$ cat src/rtl/tmr_clk_pkg.sv
// Shared constants and helpers for the timer clock tree.
// Assumes 3-bit select codes packed in 4-bit slots, and two channel groups.
package tmr_clk_pkg;
    localparam int SEL_W  = 3;   // select code width
    localparam int SLOT_W = 4;   // slot pitch in the select word
    localparam int NGRP   = 2;   // prescaler / external clock groups
    localparam int DCNT_W = 4;   // divider counter, up to divide by 16

    typedef logic [SEL_W-1:0] sel_t;

    // Codes 4..7 pick the external clock: the top bit alone decides.
    function automatic logic sel_is_ext(sel_t s);
        return s[SEL_W-1];
    endfunction
endpackage

$ cat src/rtl/tmr_prescaler.sv
// Prescaler: gives one step pulse every SETTING+1 cycles.
// Assumes `restart` is asserted on the edge that loads a new setting.
module tmr_prescaler #(
    parameter int PS_W = 8
) (
    input  logic            clk,
    input  logic            rst_n,
    input  logic            restart,
    input  logic [PS_W-1:0] setting,
    output logic            step_o
);
    logic [PS_W-1:0] cnt;

    // Step when the count reaches the setting.
    assign step_o = (cnt == setting);

    // Count from zero up to the setting, then wrap; restart clears the count.
    always_ff @(posedge clk) begin
        if (!rst_n)       cnt <= '0;
        else if (restart) cnt <= '0;
        else if (step_o)  cnt <= '0;
        else              cnt <= cnt + PS_W'(1);
    end
endmodule

$ cat src/rtl/tmr_divider.sv
// Channel divider: one pulse per 2<<code prescaler steps.
// Assumes code is 0..3; the pulse is combinational and is registered by the caller.
module tmr_divider
    import tmr_clk_pkg::*;
(
    input  logic       clk,
    input  logic       rst_n,
    input  logic       restart,
    input  logic       step,
    input  logic [1:0] code,
    output logic       tick_o
);
    logic [DCNT_W-1:0] cnt;
    logic [DCNT_W:0]   span;
    logic [DCNT_W-1:0] last;

    // Terminal count for the selected division ratio.
    always_comb begin
        span = (DCNT_W+1)'(2) << code;
        last = DCNT_W'(span - (DCNT_W+1)'(1));
    end

    assign tick_o = step && (cnt == last);

    // Advance on each prescaler step and wrap at the terminal count.
    always_ff @(posedge clk) begin
        if (!rst_n)       cnt <= '0;
        else if (restart) cnt <= '0;
        else if (step)    cnt <= (cnt == last) ? '0 : cnt + DCNT_W'(1);
    end
endmodule

$ cat src/rtl/tmr_edge_sync.sv
// Brings an asynchronous clock into the clk domain with two flops.
// A third flop turns each rising edge into a single-cycle pulse.
// Assumes the input stays high and low for at least one clk period each.
module tmr_edge_sync (
    input  logic clk,
    input  logic rst_n,
    input  logic async_in,
    output logic rise_o
);
    logic [2:0] stg;

    // Shift the input through the synchroniser and the edge history flop.
    always_ff @(posedge clk) begin
        if (!rst_n) stg <= '0;
        else        stg <= {stg[1:0], async_in};
    end

    assign rise_o = stg[1] & ~stg[2];
endmodule

$ cat src/rtl/tmr_clk_tree.sv
// Clock tree for a five-channel timer: configuration words, two prescalers,
// per-channel dividers and source selectors, and registered tick outputs.
// Assumes channels below SPLIT belong to group 0 and the rest to group 1.
module tmr_clk_tree
    import tmr_clk_pkg::*;
#(
    parameter int NCH    = 5,
    parameter int SPLIT  = 2,
    parameter int PS_W   = 8,
    parameter int DATA_W = 32
) (
    input  logic              clk,
    input  logic              rst_n,
    input  logic              wr_en,
    input  logic              wr_addr,
    input  logic [DATA_W-1:0] wr_data,
    input  logic [NGRP-1:0]   ext_clk,
    output logic [NCH-1:0]    tick
);
    logic [NGRP-1:0][PS_W-1:0] ps_cfg;
    sel_t [NCH-1:0]            sel_cfg;
    logic [NGRP-1:0]           ps_tick;
    logic [NGRP-1:0]           ext_rise;
    logic [NCH-1:0]            div_tick;
    logic                      ps_restart;
    logic                      unused_wr_bits;

    assign ps_restart     = wr_en && !wr_addr;
    assign unused_wr_bits = ^wr_data;

    // Configuration words: prescaler settings and per-channel select slots.
    always_ff @(posedge clk) begin
        if (!rst_n) begin
            ps_cfg  <= '0;
            sel_cfg <= '0;
        end else if (wr_en) begin
            for (int g = 0; g < NGRP; g++)
                if (!wr_addr) ps_cfg[g] <= wr_data[PS_W*g +: PS_W];
            for (int c = 0; c < NCH; c++)
                if (wr_addr) sel_cfg[c] <= wr_data[SLOT_W*c +: SEL_W];
        end
    end

    for (genvar g = 0; g < NGRP; g++) begin : g_grp
        tmr_prescaler #(.PS_W(PS_W)) u_ps (
            .clk    (clk),
            .rst_n  (rst_n),
            .restart(ps_restart),
            .setting(ps_cfg[g]),
            .step_o (ps_tick[g])
        );
        tmr_edge_sync u_sync (
            .clk     (clk),
            .rst_n   (rst_n),
            .async_in(ext_clk[g]),
            .rise_o  (ext_rise[g])
        );
    end

    for (genvar c = 0; c < NCH; c++) begin : g_ch
        localparam int GRP = (c < SPLIT) ? 0 : 1;

        tmr_divider u_div (
            .clk    (clk),
            .rst_n  (rst_n),
            .restart(wr_en),
            .step   (ps_tick[GRP]),
            .code   (sel_cfg[c][1:0]),
            .tick_o (div_tick[c])
        );

        // Register the selected source and hold it low in the cycle after a write.
        always_ff @(posedge clk) begin
            if (!rst_n) tick[c] <= 1'b0;
            else        tick[c] <= !wr_en &&
                                   (sel_is_ext(sel_cfg[c]) ? ext_rise[GRP] : div_tick[c]);
        end
    end
endmodule

$ cat config.mk
export PLATFORM = sky130hd
export DESIGN_NAME = tmr_clk_tree
export DESIGN_NICKNAME = d
export VERILOG_FILES = /design/src/rtl/tmr_clk_pkg.sv /design/src/rtl/tmr_prescaler.sv /design/src/rtl/tmr_divider.sv /design/src/rtl/tmr_edge_sync.sv /design/src/rtl/tmr_clk_tree.sv
export SDC_FILE = /design/constraint.sdc
export NUM_CORES = 1
export LEC_CHECK = 0
export ABC_AREA = 1
export BUFFER_PORTS_ARGS = -buffer_cell sky130_fd_sc_hd__buf_2
export CAP_MARGIN = 20
export CORE_MARGIN = 5
export CORE_UTILIZATION = 53
export DETAILED_ROUTE_END_ITERATION = 12
export PLACE_DENSITY = 0.85
export REMOVE_ABC_BUFFERS = 1
export SLEW_MARGIN = 20
export SYNTH_ARGS = -nofsm -noshare
export SYNTH_HDL_FRONTEND = slang
export SYNTH_SLANG_ARGS = --single-unit
$ cat constraint.sdc
create_clock -name clk -period 1.18 [get_ports clk]
set_input_delay 0.059 -clock clk [delete_from_list [all_inputs] [get_ports clk]]
set_output_delay 0.059 -clock clk [all_outputs]
set_load 0.01 [all_outputs]
### Word level (Yosys, flattened, before mapping)

Cells that the tools add are included.

| storage, ports and cells | value |
|---|---|
| register bits after elaboration | 78 |
| output and inout bits | 5 |
| word-level logic and storage cells | 79 |

| operators by class | value |
|---|---|
| add/sub/neg operators | 12 |
| equal/unequal tests | 7 |
| shifts and indexed selects | 5 |
| multiplexer cells | 10 |
| bitwise gates (word level) | 6 |
| reductions and logical operators | 18 |

Operators by type and width:

| operator | number |
|---|---|
| adder 4 x 1 -> 4 bit (second input constant) | 5 |
| equality test 4 bit | 5 |
| 2-to-1 mux 4 bit | 5 |
| << shifter 2 x 2 -> 4 bit (first input constant) | 5 |
| subtractor 4 x 1 -> 4 bit (second input constant) | 5 |
| adder 8 x 1 -> 8 bit (second input constant) | 2 |
| equality test 8 bit | 2 |
| logical AND 1 bit | 11 |
| OR reduction 3 bit | 2 |
| 2-to-1 mux 1 bit | 5 |
| NOT 1 bit | 4 |
| AND reduction 2 bit | 2 |
| bitwise AND 1 bit | 2 |
| zero test 1 bit | 2 |
| OR reduction 2 bit | 1 |

### Logic depth before layout (Yosys ltp)

| logic depth | value |
|---|---|
| word-level depth | 6 |
| depth in mapped cells | 10 |
| depth with buffers taken out | 10 |

### Modules after synthesis

From an unflattened synthesis, not the netlist that was laid out.

| second synthesis, totals | value |
|---|---|
| cells, all modules | 591 |
| area total of the unflattened synthesis | 3995.1 µm² |

By module, submodules not included:

| module | times used | cells each | area each (µm²) | sequential area each (µm²) |
|---|---|---|---|---|
| tmr_clk_tree | 1 | 198 | 1460.2 | 720.7 |
| tmr_divider | 5 | 45 | 267.8 | 80.1 |
| tmr_prescaler | 2 | 73 | 505.5 | 160.2 |
| tmr_edge_sync | 2 | 11 | 92.6 | 60.1 |

### Least setup slack after synthesis

Ideal clock, no wire load.

| timing path | value |
|---|---|
| path kind | register to register |
| from | reg g_grp[1].u_ps.cnt[2] |
| to | reg g_ch[2].u_div.cnt[3] |
| data arrival time | 1.161 ns |
| required time | 1.107 ns |
| setup slack | -0.054 ns |
| stages on the path, launching flop included | 9 |
| period minus slack after synthesis | 1.234 ns |
| path through | dfxtp_1 > buf_2 > xor2_1 > nor2_1 > nand2_1 > nor2_4 > buf_6 > nand2_1 > a21oi_1 |

| between the ends | value |
|---|---|
| cells in the longest elaborated chain, start to end | 1 |

RTL lines:

| item | RTL line | source |
|---|---|---|
| from (decl) | tmr_prescaler.sv:12 | `logic [PS_W-1:0] cnt;` |
| from (signal assigned) | tmr_prescaler.sv:22 | `else cnt <= cnt + PS_W'(1);` |
| equality test 8 bit | tmr_prescaler.sv:15 | `assign step_o = (cnt == setting);` |
| to (signal assigned) | tmr_divider.sv:29 | `else if (step) cnt <= (cnt == last) ? '0 : cnt + DCNT_W'(1);` |
| to (decl) | tmr_divider.sv:13 | `logic [DCNT_W-1:0] cnt;` |

No other way between the ends.
A chain may end at the register's enable or synchronous reset.

### Worst setup path in the final report

| timing path | value |
|---|---|
| from | reg ps_cfg[4] (netlist bit) |
| to | reg g_ch[1].u_div.cnt[0] |

| between the ends | value |
|---|---|
| cells in the longest elaborated chain, start to end | 1 |

RTL lines:

| item | RTL line | source |
|---|---|---|
| from (decl) | tmr_clk_tree.sv:20 | `logic [NGRP-1:0][PS_W-1:0] ps_cfg;` |
| from (signal, indexed assignment) | tmr_clk_tree.sv:38 | `if (!wr_addr) ps_cfg[g] <= wr_data[PS_W*g +: PS_W];` |
| equality test 8 bit | tmr_prescaler.sv:15 |  |
| to (signal assigned) | tmr_divider.sv:29 |  |
| to (decl) | tmr_divider.sv:13 |  |

No other way between the ends.

==> flow_summary.ini <==
[yosys]
synth-simple-area-share = 0.292
ys.flop_type = dfxtp_1
syn_inst = 577
yosysWarnings = 0
synth.largest_area_cell = dfxtp_1
avgSynthCellArea_um2 = 6.62
ys_seq_area_frac = 0.409
synthTopCellsByCount = nand2_1 (171), inv_1 (84), dfxtp_1 (78), nor2_1 (78), a21oi_1 (39)
synth_most_common_cell = nand2_1
ys_seq_elements = 78
synth_edf_count = 0
async_flop_share = 0
synth_top_area_frac = 0.409
syn_area_mm2 = 0.00382
synthMuxAreaShare = 0
synth_xor_area_frac = 0.0665
synth_cell_types = 23
synth_area_leaders = dfxtp_1 (41%), nand2_1 (17%), inv_1 (8.3%)
synth_compound_area_frac = 0.103
synth_top_family_by_area = simple AND/OR/NAND/NOR gates
synth_fa_ha_area_frac = 0.0229

[timing]
period_minus_slack_ps = 1440
max_slew_margin = 0.701
rsz0062_at_grt = yes
final-setup-viol-count = 41
layout_setup_ws_ps = -257
finalClockSkew_ps = 9.16
holdWs_ps = -1.79
max_freq_mhz = 696
finalHoldViolCount = 1
finalCritPeriodShare = 1.22
tightest_slew_ps = 448
drv_slew = 0

[global_routing]
grt_use_total = 0.238
grt_max_degree = 24
antenna_found_initial = 0
grt_pass1_vias = 3831
grt_overflow = 0
grt_pass1_wl_mm = 16.8

[pwr]
seqPwrFrac = 0.462
p_switching_mw = 1.92
p_clk_frac = 0.341
power_mw = 6.27
power.density_mw_per_mm2 = 1210
pwr-share-comb = 0.198
intPower_mw = 4.35
vdd_drop_max_mv = 0.932
power.share.switching = 0.306
p_leak_nw = 2.42

[critical_path]
crit_arrival_ps = 1700
cp_cell_sequence = inv_2 -> nand2_1 -> nand2_1 -> nor2_2 -> nand2_2 -> nor2_4 -> clkbuf_16 -> nand2_2 -> nand2_1 -> nor2_1
reg2reg_from = ps_cfg[4]
crit_cells = 10
cp_slowest_cell = dfxtp_2
critPathRequiredTime_ps = 1450
cp-startpoint = ps_cfg[4]
path_buf_inv = 2
cp_max_fo = 6
crit_path_frequent_cell = nand2_1
cp_top_family = simple AND/OR/NAND/NOR gates
crit_type = reg2reg
slowest_delay_ps = 360
setup.worst_path.end_class = register
reg2regPathDepth = 10
worstSetupStartpointType = register

[drt]
wirelength_mm = 12.2
via_per_inst = 5.40
remaining_drc_errors = 0
ant_nets = 0
vias = 4172
drt-initial-drc-count = 354
dr.pass1.iters = 7
routedWlPerCell_um = 15.8

[floorplanning]
die_y_um = 94.9
initial_core_util = 0.535
die-width_um = 94.9
rows = 31
dieArea_mm2 = 0.00900
boundaryPins = 43
fp.coreArea_mm2 = 0.00714

[clock_tree]
clk_path_buf_depth = 2
clockRootBuffer = clkbuf_8
clkTransAtPathRegs_ps = 90
cts_buffers = 9
clk_latency_ps = 370
h-tree-depth = 3
cts_tree = built
clock_sinks = 78

[placed_design]
dp.cells = 734
post-place-ws_ps = -133
routabilityCongestion = 0.837
io_buffer_count = 29
place_area_mm2 = 0.00437
hpwl_mm = 6.33

[layout]
nets = 713
drive_gt1_frac = 0.330
final_cell_area_mm2 = 0.00517
antenna_cells = 0
area_growth_pct = 35.5
layout.cells.non_filler = 772

[min_path]
min-delay-start = wr_data[12]
hold_path_class = in2reg
holdPathStages = 3

[flow_run]
drv_cap = 0

[outcome]
status = complete, but fails checks
failed_checks = hold timing, setup timing
worst reg2reg max path: stages (launching register included):
cell and delay, ps:
dfxtp_2 360, inv_2 60, nand2_1 100, nand2_1 80
nor2_2 160, nand2_2 80, nor2_4 170, clkbuf_16 180
nand2_2 40, nand2_1 60, nor2_1 40
what timing repair did:
action                                 CTS  global route
setup endpoints to repair               41            41
resized for setup                       27           120
gates cloned                             1             1
hold buffers                            14             0
endpoints found under the hold margin   14             0
setup buffers                            3             5
pin swaps                                6            47
cell type report:
class | count | area (um2)
Fill cell | 465 | 1960
Sequential cell | 78 | 1610
Clock buffer | 11 | 151
Tap cell | 99 | 124
Multi-Input combinational cell | 395 | 2160
Timing Repair Buffer | 94 | 728
Inverter | 90 | 340
Clock inverter | 5 | 57.6
registers in the layout (all words and copies together), names as in the netlist:
| signal | cells |
|---|---|
| ps_cfg | 16 |
| tick | 5 |
| g_grp.u_sync.stg | 6 |
| g_grp.u_ps.cnt | 16 |
| g_ch.u_div.cnt | 20 |
| sel_cfg | 15 |
power by group through the flow:
stage / registers (mW) / clock network (mW) / logic [mW]
after floorplan: 2.91 / 0 / 0.529
after global placement: 2.92 / 0 / 0.824
after detailed placement: 2.93 / 0 / 0.866
after CTS: 2.87 / 2.10 / 1.00
after global routing: 2.91 / 2.26 / 1.34
final: 2.90 / 2.14 / 1.24
cells in the final DEF (no fill, tap or decap), types with 13 or more instances in the layout:
master,count
nand2_1,136
inv_1,68
nor2_1,59
dfxtp_1,50
buf_4,41
o21ai_0,36
nand2_2,33
a21oi_1,31
buf_2,29
dfxtp_2,23
xor2_1,21
inv_2,20
nand3_1,18
dlygate4sd3_1,14
nor2_2,13
routing by layer:
metal	share of wire	GRT usage	wire [um]
met1	0.37	0.266	4500
met2	0.50	0.427	6170
met3	0.070	0.0518	859
met4	0.057	0.109	695
met5	0	0	0
worst paths after layout:
kind                                 end  slack (ps)
setup reg to reg    g_ch[1].u_div.cnt[0]        -260
hold reg to reg   g_grp[0].u_sync.stg[2]         440
setup / recovery    g_ch[1].u_div.cnt[0]        -260
hold / removal                sel_cfg[9]          -2
through the flow:
stage / util / TNS (ps) / hold slack [ps]
6_report: 0.725 / -7740 / -1.79
5_1_grt: 0.725 / -10230 / 18.7
4_1_cts: 0.677 / -3080 / 2.38
3_5_place_dp: 0.612 / -3680 / 247
3_3_place_gp: 0.612 / -1630 / 241
2_1_floorplan: - / -1240 / 152
cell families after synthesis:
logic type	Yosys count
compound gates	77
fa+ha+maj	7
buf+inv	104
simple gates	282
xor+xnor	29
flops	78
Power figures use the tool's default switching activity.
